<file path="src/rtl/chop_offtime_timer.sv">
module chop_offtime_timer #(
  parameter int OFF_W  = 5,
  parameter int FAST_W = 4
) (
  input  logic              clk,
  input  logic              rst_n,
  input  logic              halt_i,
  input  logic              tick_i,
  input  logic              trip_i,
  input  logic              slow_mode_i,
  input  logic [OFF_W-1:0]  toff_i,
  input  logic [FAST_W-1:0] tfast_i,
  output logic              phase_on_o,
  output logic              phase_fast_o,
  output logic              phase_slow_o
);

  localparam int CW = (OFF_W > FAST_W) ? OFF_W : FAST_W;

  logic              off_q;
  logic [OFF_W-1:0]  elapsed_q;
  logic [OFF_W-1:0]  last_q;
  logic [FAST_W-1:0] fast_q;
  logic              slow_q;

  logic              start;
  logic              expire;
  logic [OFF_W-1:0]  last_d;

  assign start  = !off_q && trip_i && !halt_i;
  assign last_d = (toff_i == '0) ? '0 : toff_i - 1'b1;
  assign expire = off_q && tick_i && (elapsed_q == last_q);

  always_ff @(posedge clk or negedge rst_n) begin
    if (!rst_n) begin
      off_q     <= 1'b0;
      elapsed_q <= '0;
      last_q    <= '0;
      fast_q    <= '0;
      slow_q    <= 1'b0;
    end else if (halt_i) begin
      off_q     <= 1'b0;
      elapsed_q <= '0;
      last_q    <= '0;
      fast_q    <= '0;
      slow_q    <= 1'b0;
    end else if (start) begin
      off_q     <= 1'b1;
      elapsed_q <= '0;
      last_q    <= last_d;
      fast_q    <= tfast_i;
      slow_q    <= slow_mode_i;
    end else if (expire) begin
      off_q     <= 1'b0;
      elapsed_q <= '0;
    end else if (off_q && tick_i) begin
      elapsed_q <= elapsed_q + 1'b1;
    end
  end

  logic in_fast;
  assign in_fast = CW'(elapsed_q) < CW'(fast_q);

  assign phase_on_o   = !off_q;
  assign phase_fast_o = off_q && !slow_q && in_fast;
  assign phase_slow_o = off_q && !(!slow_q && in_fast);

  p_onehot_phase_r11: assert property (@(posedge clk) disable iff (!rst_n)
    $onehot({phase_on_o, phase_fast_o, phase_slow_o}));

  p_trip_leaves_on_r2: assert property (@(posedge clk) disable iff (!rst_n)
    (phase_on_o && trip_i && !halt_i) |=> !phase_on_o);

  p_no_tick_hold_r8: assert property (@(posedge clk) disable iff (!rst_n)
    (!phase_on_o && !tick_i && !halt_i) |=>
      ($stable(phase_on_o) && $stable(phase_fast_o) && $stable(phase_slow_o)));

  p_halt_idles_r10: assert property (@(posedge clk) disable iff (!rst_n)
    halt_i |=> phase_on_o);

  p_no_fast_after_slow_r4: assert property (@(posedge clk) disable iff (!rst_n)
    phase_slow_o |=> !phase_fast_o);

  p_slow_only_r6: assert property (@(posedge clk) disable iff (!rst_n)
    (off_q && slow_q) |-> !phase_fast_o);

endmodule

</file>
<file path="config.mk">
export PLATFORM = sky130hd
export DESIGN_NAME = chop_offtime_timer
export DESIGN_NICKNAME = d
export VERILOG_FILES = /design/src/rtl/chop_offtime_timer.sv
export SDC_FILE = /design/constraint.sdc
export NUM_CORES = 1
export LEC_CHECK = 0
export BUFFER_PORTS_ARGS = -buffer_cell sky130_fd_sc_hd__buf_2
export CAP_MARGIN = 0
export CORE_MARGIN = 1
export CORE_UTILIZATION = 40
export DETAILED_ROUTE_END_ITERATION = 12
export GPL_ROUTABILITY_DRIVEN = 0
export SLEW_MARGIN = 20
export SYNTH_ARGS = -nofsm -noshare
export SYNTH_HDL_FRONTEND = slang
export SYNTH_SLANG_ARGS = --single-unit
</file>
<file path="constraint.sdc">
create_clock -name clk -period 1.6 [get_ports clk]
set_input_delay 0 -clock clk [delete_from_list [all_inputs] [get_ports clk]]
set_output_delay 0 -clock clk [all_outputs]
set_load 0.005 [all_outputs]
</file>
# [After elaboration in Yosys (flattened, before gate mapping)]
# Index checks and enable logic that the tools add are counted.
[totals] reg_bits=16 latchBits=0 input_bits=15 ram_bits=0 n_memories=0 mem_bits_ro=0 word_cells=39 output_inout_bits=3
[op_classes] shift=0 magnitude_cmp=1 n_addsub=2 bitwise_logic=0 n_mul=0 div=0 n_eq_ne=1 n_reduce_logical=16 mux=14
[ops] op="5-bit 2-to-1 mux" count=7
[ops] op="1-bit logical AND" count=8
[ops] op="4-bit 2-to-1 mux" count=2
[ops] op="5-bit by 1-bit adder with 5-bit output, second input constant" count=1
[ops] op="5-bit == test" count=1
[ops] op="5-bit logical NOT" count=1
[ops] op="5-bit by 4-bit less-than comparator with 1-bit output" count=1
[ops] op="1-bit 2-to-1 mux" count=5
[ops] op="5-bit by 1-bit subtractor with 5-bit output, second input constant" count=1
[ops] op="1-bit logical NOT" count=4
[ops] op="4-bit nonzero test" count=1
[ops] op="3-bit nonzero test" count=1
[ops] op="2-bit nonzero test" count=1

# [Longest topological paths before layout]
[logic_depth] ltp_word=5 depth_mapped=5 mapped_depth_nobuf=5

# [Worst setup path before layout]
# No wires, ideal clock.
[synth_timing] kind="register to output" from="register elapsed_q[1]" to="output phase_fast_o" setup_slack_ns=0.350 required_ns=1.600 arrival_ns=1.250 n_path_buf=0 stages_incl_launch_ff=5 cell_sequence="dfrtp_1 > ha_1 > a21o_1 > a21o_1 > a211oi_2"
[synth_between] elab_chain_cells=2
[synth_rtl] item="from (decl)" line="21" source="logic [OFF_W-1:0] elapsed_q;"
[synth_rtl] item="from (signal assigned)" line="57" source="elapsed_q <= elapsed_q + 1'b1;"
[synth_rtl] item="5-bit by 4-bit less-than comparator with 1-bit output" line="62" source="assign in_fast = CW'(elapsed_q) < CW'(fast_q);"
[synth_rtl] item="1-bit logical AND" line="65" source="assign phase_fast_o = off_q && !slow_q && in_fast;"
[synth_rtl] item="to (decl)" line="14" source="output logic phase_fast_o,"
# Every way passes these cells.

# [Final worst setup path]
[layout_timing] from="register fast_q[1]" to="output phase_fast_o"
[layout_between] elab_chain_cells=2
[layout_rtl] item="from (decl)" line="23" source="logic [FAST_W-1:0] fast_q;"
[layout_rtl] item="from (signal assigned)" line="51" source="fast_q <= tfast_i;"
[layout_rtl] item="5-bit by 4-bit less-than comparator with 1-bit output" line="62"
[layout_rtl] item="1-bit logical AND" line="65"
# Every way passes these cells.

==> flow_summary.toml <==
[setup_path]
r2r_cells = 5
setup.worst_path.end_class = "primary output"
most_common_cell_type_on_the_critical_path = "a21o_1"
timing.critical_path.cells = "inv_2, ha_4, a21o_1, a21o_1, a211oi_2, buf_2"
rrSetupSlack_ns = 0.13
timing.critical_path.max_delay_family = "compound AO/OA/AOI/OAI gates"
cp.buffers_inverters = 2
rr_startpoint = "elapsed_q[1]"
crit_path_max_fanout = 2
cp_peak_stage_delay_ns = 0.40
worst-path-stages = 6
cp.arrival_ns = 1.63
crit-reg2reg-capture = "elapsed_q[0]"
required_ns = 1.60
critPathLaunch = "fast_q[1]"
setup.worst_path.start_class = "flop"
crit_path_kind = "reg -> out"
cp_slowest_cell = "dfrtp_1"
endpoint = "phase_fast_o"

[timing]
final.min_clock_period_ns = 1.63
post_route_fraction_of_the_period_consumed_by_the_critical_path = 1.02
setup_violations = 1
rsz0062_at_grt = "true"
report.final.hold_viol_count = 0
slack_of_the_critical_path_ns = -0.0307
final_max_slew_viol_count = 0
timing.max_slew.rel_slack = 0.763
max_clock_freq_mhz = 613
clock_skew_ns = 0.00791
worst_hold_slack_ns = 0.00732
worst_pin_slew_ns = 0.356

[power]
power.share.combinational = 0.192
power.static_leakage_uw = 0.000546
ir_worst_vdd_uv = 454
share_seq_of_total_power = 0.504
net-switching-power_uw = 232
pwr-share-clk = 0.304
internal_power_uw = 647
power_per_cell_area_nw_per_um2 = 753
total_power_uw = 880
power.switching_fraction = 0.264

[clocking]
clk-insertion-delay-late_ns = 0.29
htree_num_levels = 1
tritoncts_clock_tree = "built"
cts.clk_slew.worst_paths_ns = 0.09
cts_inserted_buffers = 3
numClockSinks = 16
cts_root_buffer = "clkbuf_4"
cts_buffer_depth = 2

[yosys]
muxShareOfSynthArea = 0
synth_edf_count = 0
post-synth-top-area-cell = "dfrtp_1"
yosysUniqueCellTypes = 30
post_synth_instance_area_sq_um = 901
async_reset_ff_frac = 1.00
cell_with_the_most_instances_after_synthesis = "dfrtp_1"
synth_simple_gate_area_share = 0.133
syn_avg_cell_area_sq_um = 10.6
synth_warnings = 0
xor_xnor_share_of_the_synthesized_area = 0.0972
synthTopCellsByCount = "dfrtp_1 (16), inv_1 (7), xnor2_1 (6)"
seq_area_frac_synth = 0.444
synth_top_area_share = 0.444
main_combinational_cell_family_by_area_after_synthesis = "compound AO/OA/AOI/OAI gates"
synthAdderAreaFrac = 0.0694
syn_nets = 105
synth_compound_gate_area_share = 0.210
register_bit_count_reported_by_yosys = 16
flip_flop_cell_with_the_highest_count_after_synthesis = "dfrtp_1"
synth_area_leaders = "dfrtp_1 (44%), ha_1 (6.9%), xnor2_1 (5.8%)"
netlist_instances = 85

[layout]
nNetsFinal = 136
antenna-diode-count = 0
drive_above_1_share = 0.322
area_overhead_vs_synth_pct = 29.7
design_area_sq_um = 1170
number_of_standard_cells_in_the_final_layout_excluding_fillers = 142

[detailed_routing]
routed-via-count = 751
route.final.wire_length_mm = 1.91
drt_iter0_markers = 9
vias_per_cell = 5.29
detail_route.drc_violations = 0
wl_per_cell_microns = 13.4
detailedRoute.firstPassIterationCount = 4
detail-route-antenna-nets = 0

[global_route]
grt_max_degree = 17
grt_remaining_overflow = 0
initial_antenna_violation_count = 0
grt_pass1_wl_mm = 3.42
grt_pass1_vias = 810
grt_use_total = 0.190

[floorplan]
initial_utilization = 0.441
fp.dieW_microns = 49.5
num_rows = 16
die_area_sq_um = 2450
io_pins = 18
placeableCoreArea_sq_um = 2040
fp.dieH_microns = 49.5

[placement]
dpl-instance-area_sq_um = 1010
inst_count_dp = 128
buffer_ports.inserted = 17

[run_status]
outcome = "finished with violations"
failing_checks = "setup timing"

[min_path]
hold_start = "toff_i[3]"
hold-path-cell-count = 3
path_category_of_the_worst_min_delay_check = "in -> reg"

[run]
drv_cap = 0
power by group through the flow:
stage	combinational (uW)	clock, uW	sequential [uW]
6_report	169	268	443
5_1_grt	190	301	447
4_1_cts	165	273	444
3_5_place_dp	147	0	451
3_3_place_gp	145	0	451
2_1_floorplan	98.1	0	446
placed cells by master, fill, tap and decap left out, types with 2 or more instances in the layout:
| cell type | count |
|---|---|
| inv_1 | 6 |
| o21ai_1 | 4 |
| o31ai_1 | 5 |
| dfrtp_2 | 2 |
| xor2_1 | 4 |
| ha_1 | 4 |
| nor2_1 | 4 |
| and3_2 | 2 |
| a22o_1 | 5 |
| xnor2_1 | 6 |
| buf_2 | 17 |
| dfrtp_1 | 14 |
| dlygate4sd3_1 | 8 |
| clkbuf_4 | 3 |
| a211oi_2 | 2 |
| buf_4 | 3 |
| nand3_1 | 2 |
| a21o_1 | 2 |
| nand2_1 | 5 |
sequential cells by signal, indices dropped and copies added (netlist names):
name	cells
elapsed_q	5
last_q	5
fast_q	4
off_q	1
slow_q	1
metal layers:
| layer | vias to the layer above | GRT usage | routed length (microns) |
|---|---|---|---|
| met5 | - | 0 | 0 |
| met4 | 0 | 0.119 | 48 |
| met3 | 4 | 0.0309 | 68 |
| met2 | 22 | 0.347 | 1060 |
| met1 | 364 | 0.200 | 731 |
| li1 | 361 | - | - |
layout make-up:
class                   instances  area [sq um]
fillers                       207           873
multi-input cells              60           482
flip-flops and latches         16           403
repair buffers                 28           188
clock buffers                   4          36.3
well taps                      27          33.8
inverters                       7          26.3
worst reg2reg max path, stage by stage (launching register included):
cell and delay [ns]:
dfrtp_2 0.44, buf_4 0.16, xnor2_1 0.15, nand4_1 0.16
o31ai_4 0.33, o31ai_1 0.12
cell families (layout without fill, tap and decap cells):
| logic type | Yosys count | in the layout |
|---|---|---|
| DFF | 16 | 16 |
| buffers and inverters | 9 | 39 |
| AOI/OAI and AO/OA | 23 | 23 |
| and+or+nand+nor | 22 | 22 |
| adders and majority gates | 5 | 5 |
| xor gates and xnor gates | 10 | 10 |
metrics by stage:
stage | setup TNS [ns] | utilization | setup WS [ns]
after detailed placement | 0 | 0.496 | 0.138
after global placement | 0 | 0.496 | 0.164
final | -0.0307 | 0.572 | -0.0307
after CTS | -0.0654 | 0.567 | -0.0388
after global routing | -0.188 | 0.572 | -0.103
after floorplan | 0 | - | 0.350
worst min-delay path by stage:
stage / to / slack (ns)
2_1_floorplan: elapsed_q[0] / -0.30
6_report: last_q[3] / 0.007
5_1_grt: last_q[3] / 0.009
3_5_place_dp: elapsed_q[0] / -0.07
3_3_place_gp: elapsed_q[1] / -0.07
4_1_cts: last_q[3] / 0.003
what timing repair did:
| item | in CTS | in global routing |
|---|---|---|
| pin swaps | 4 | 3 |
| resized for setup | 3 | 3 |
| buffers inserted | 2 | 0 |
| endpoints found under the hold margin | 23 | 0 |
| setup endpoints to repair | 2 | 8 |
| hold buffers | 8 | 0 |
Note: power is estimated with default switching activity, not from simulation.
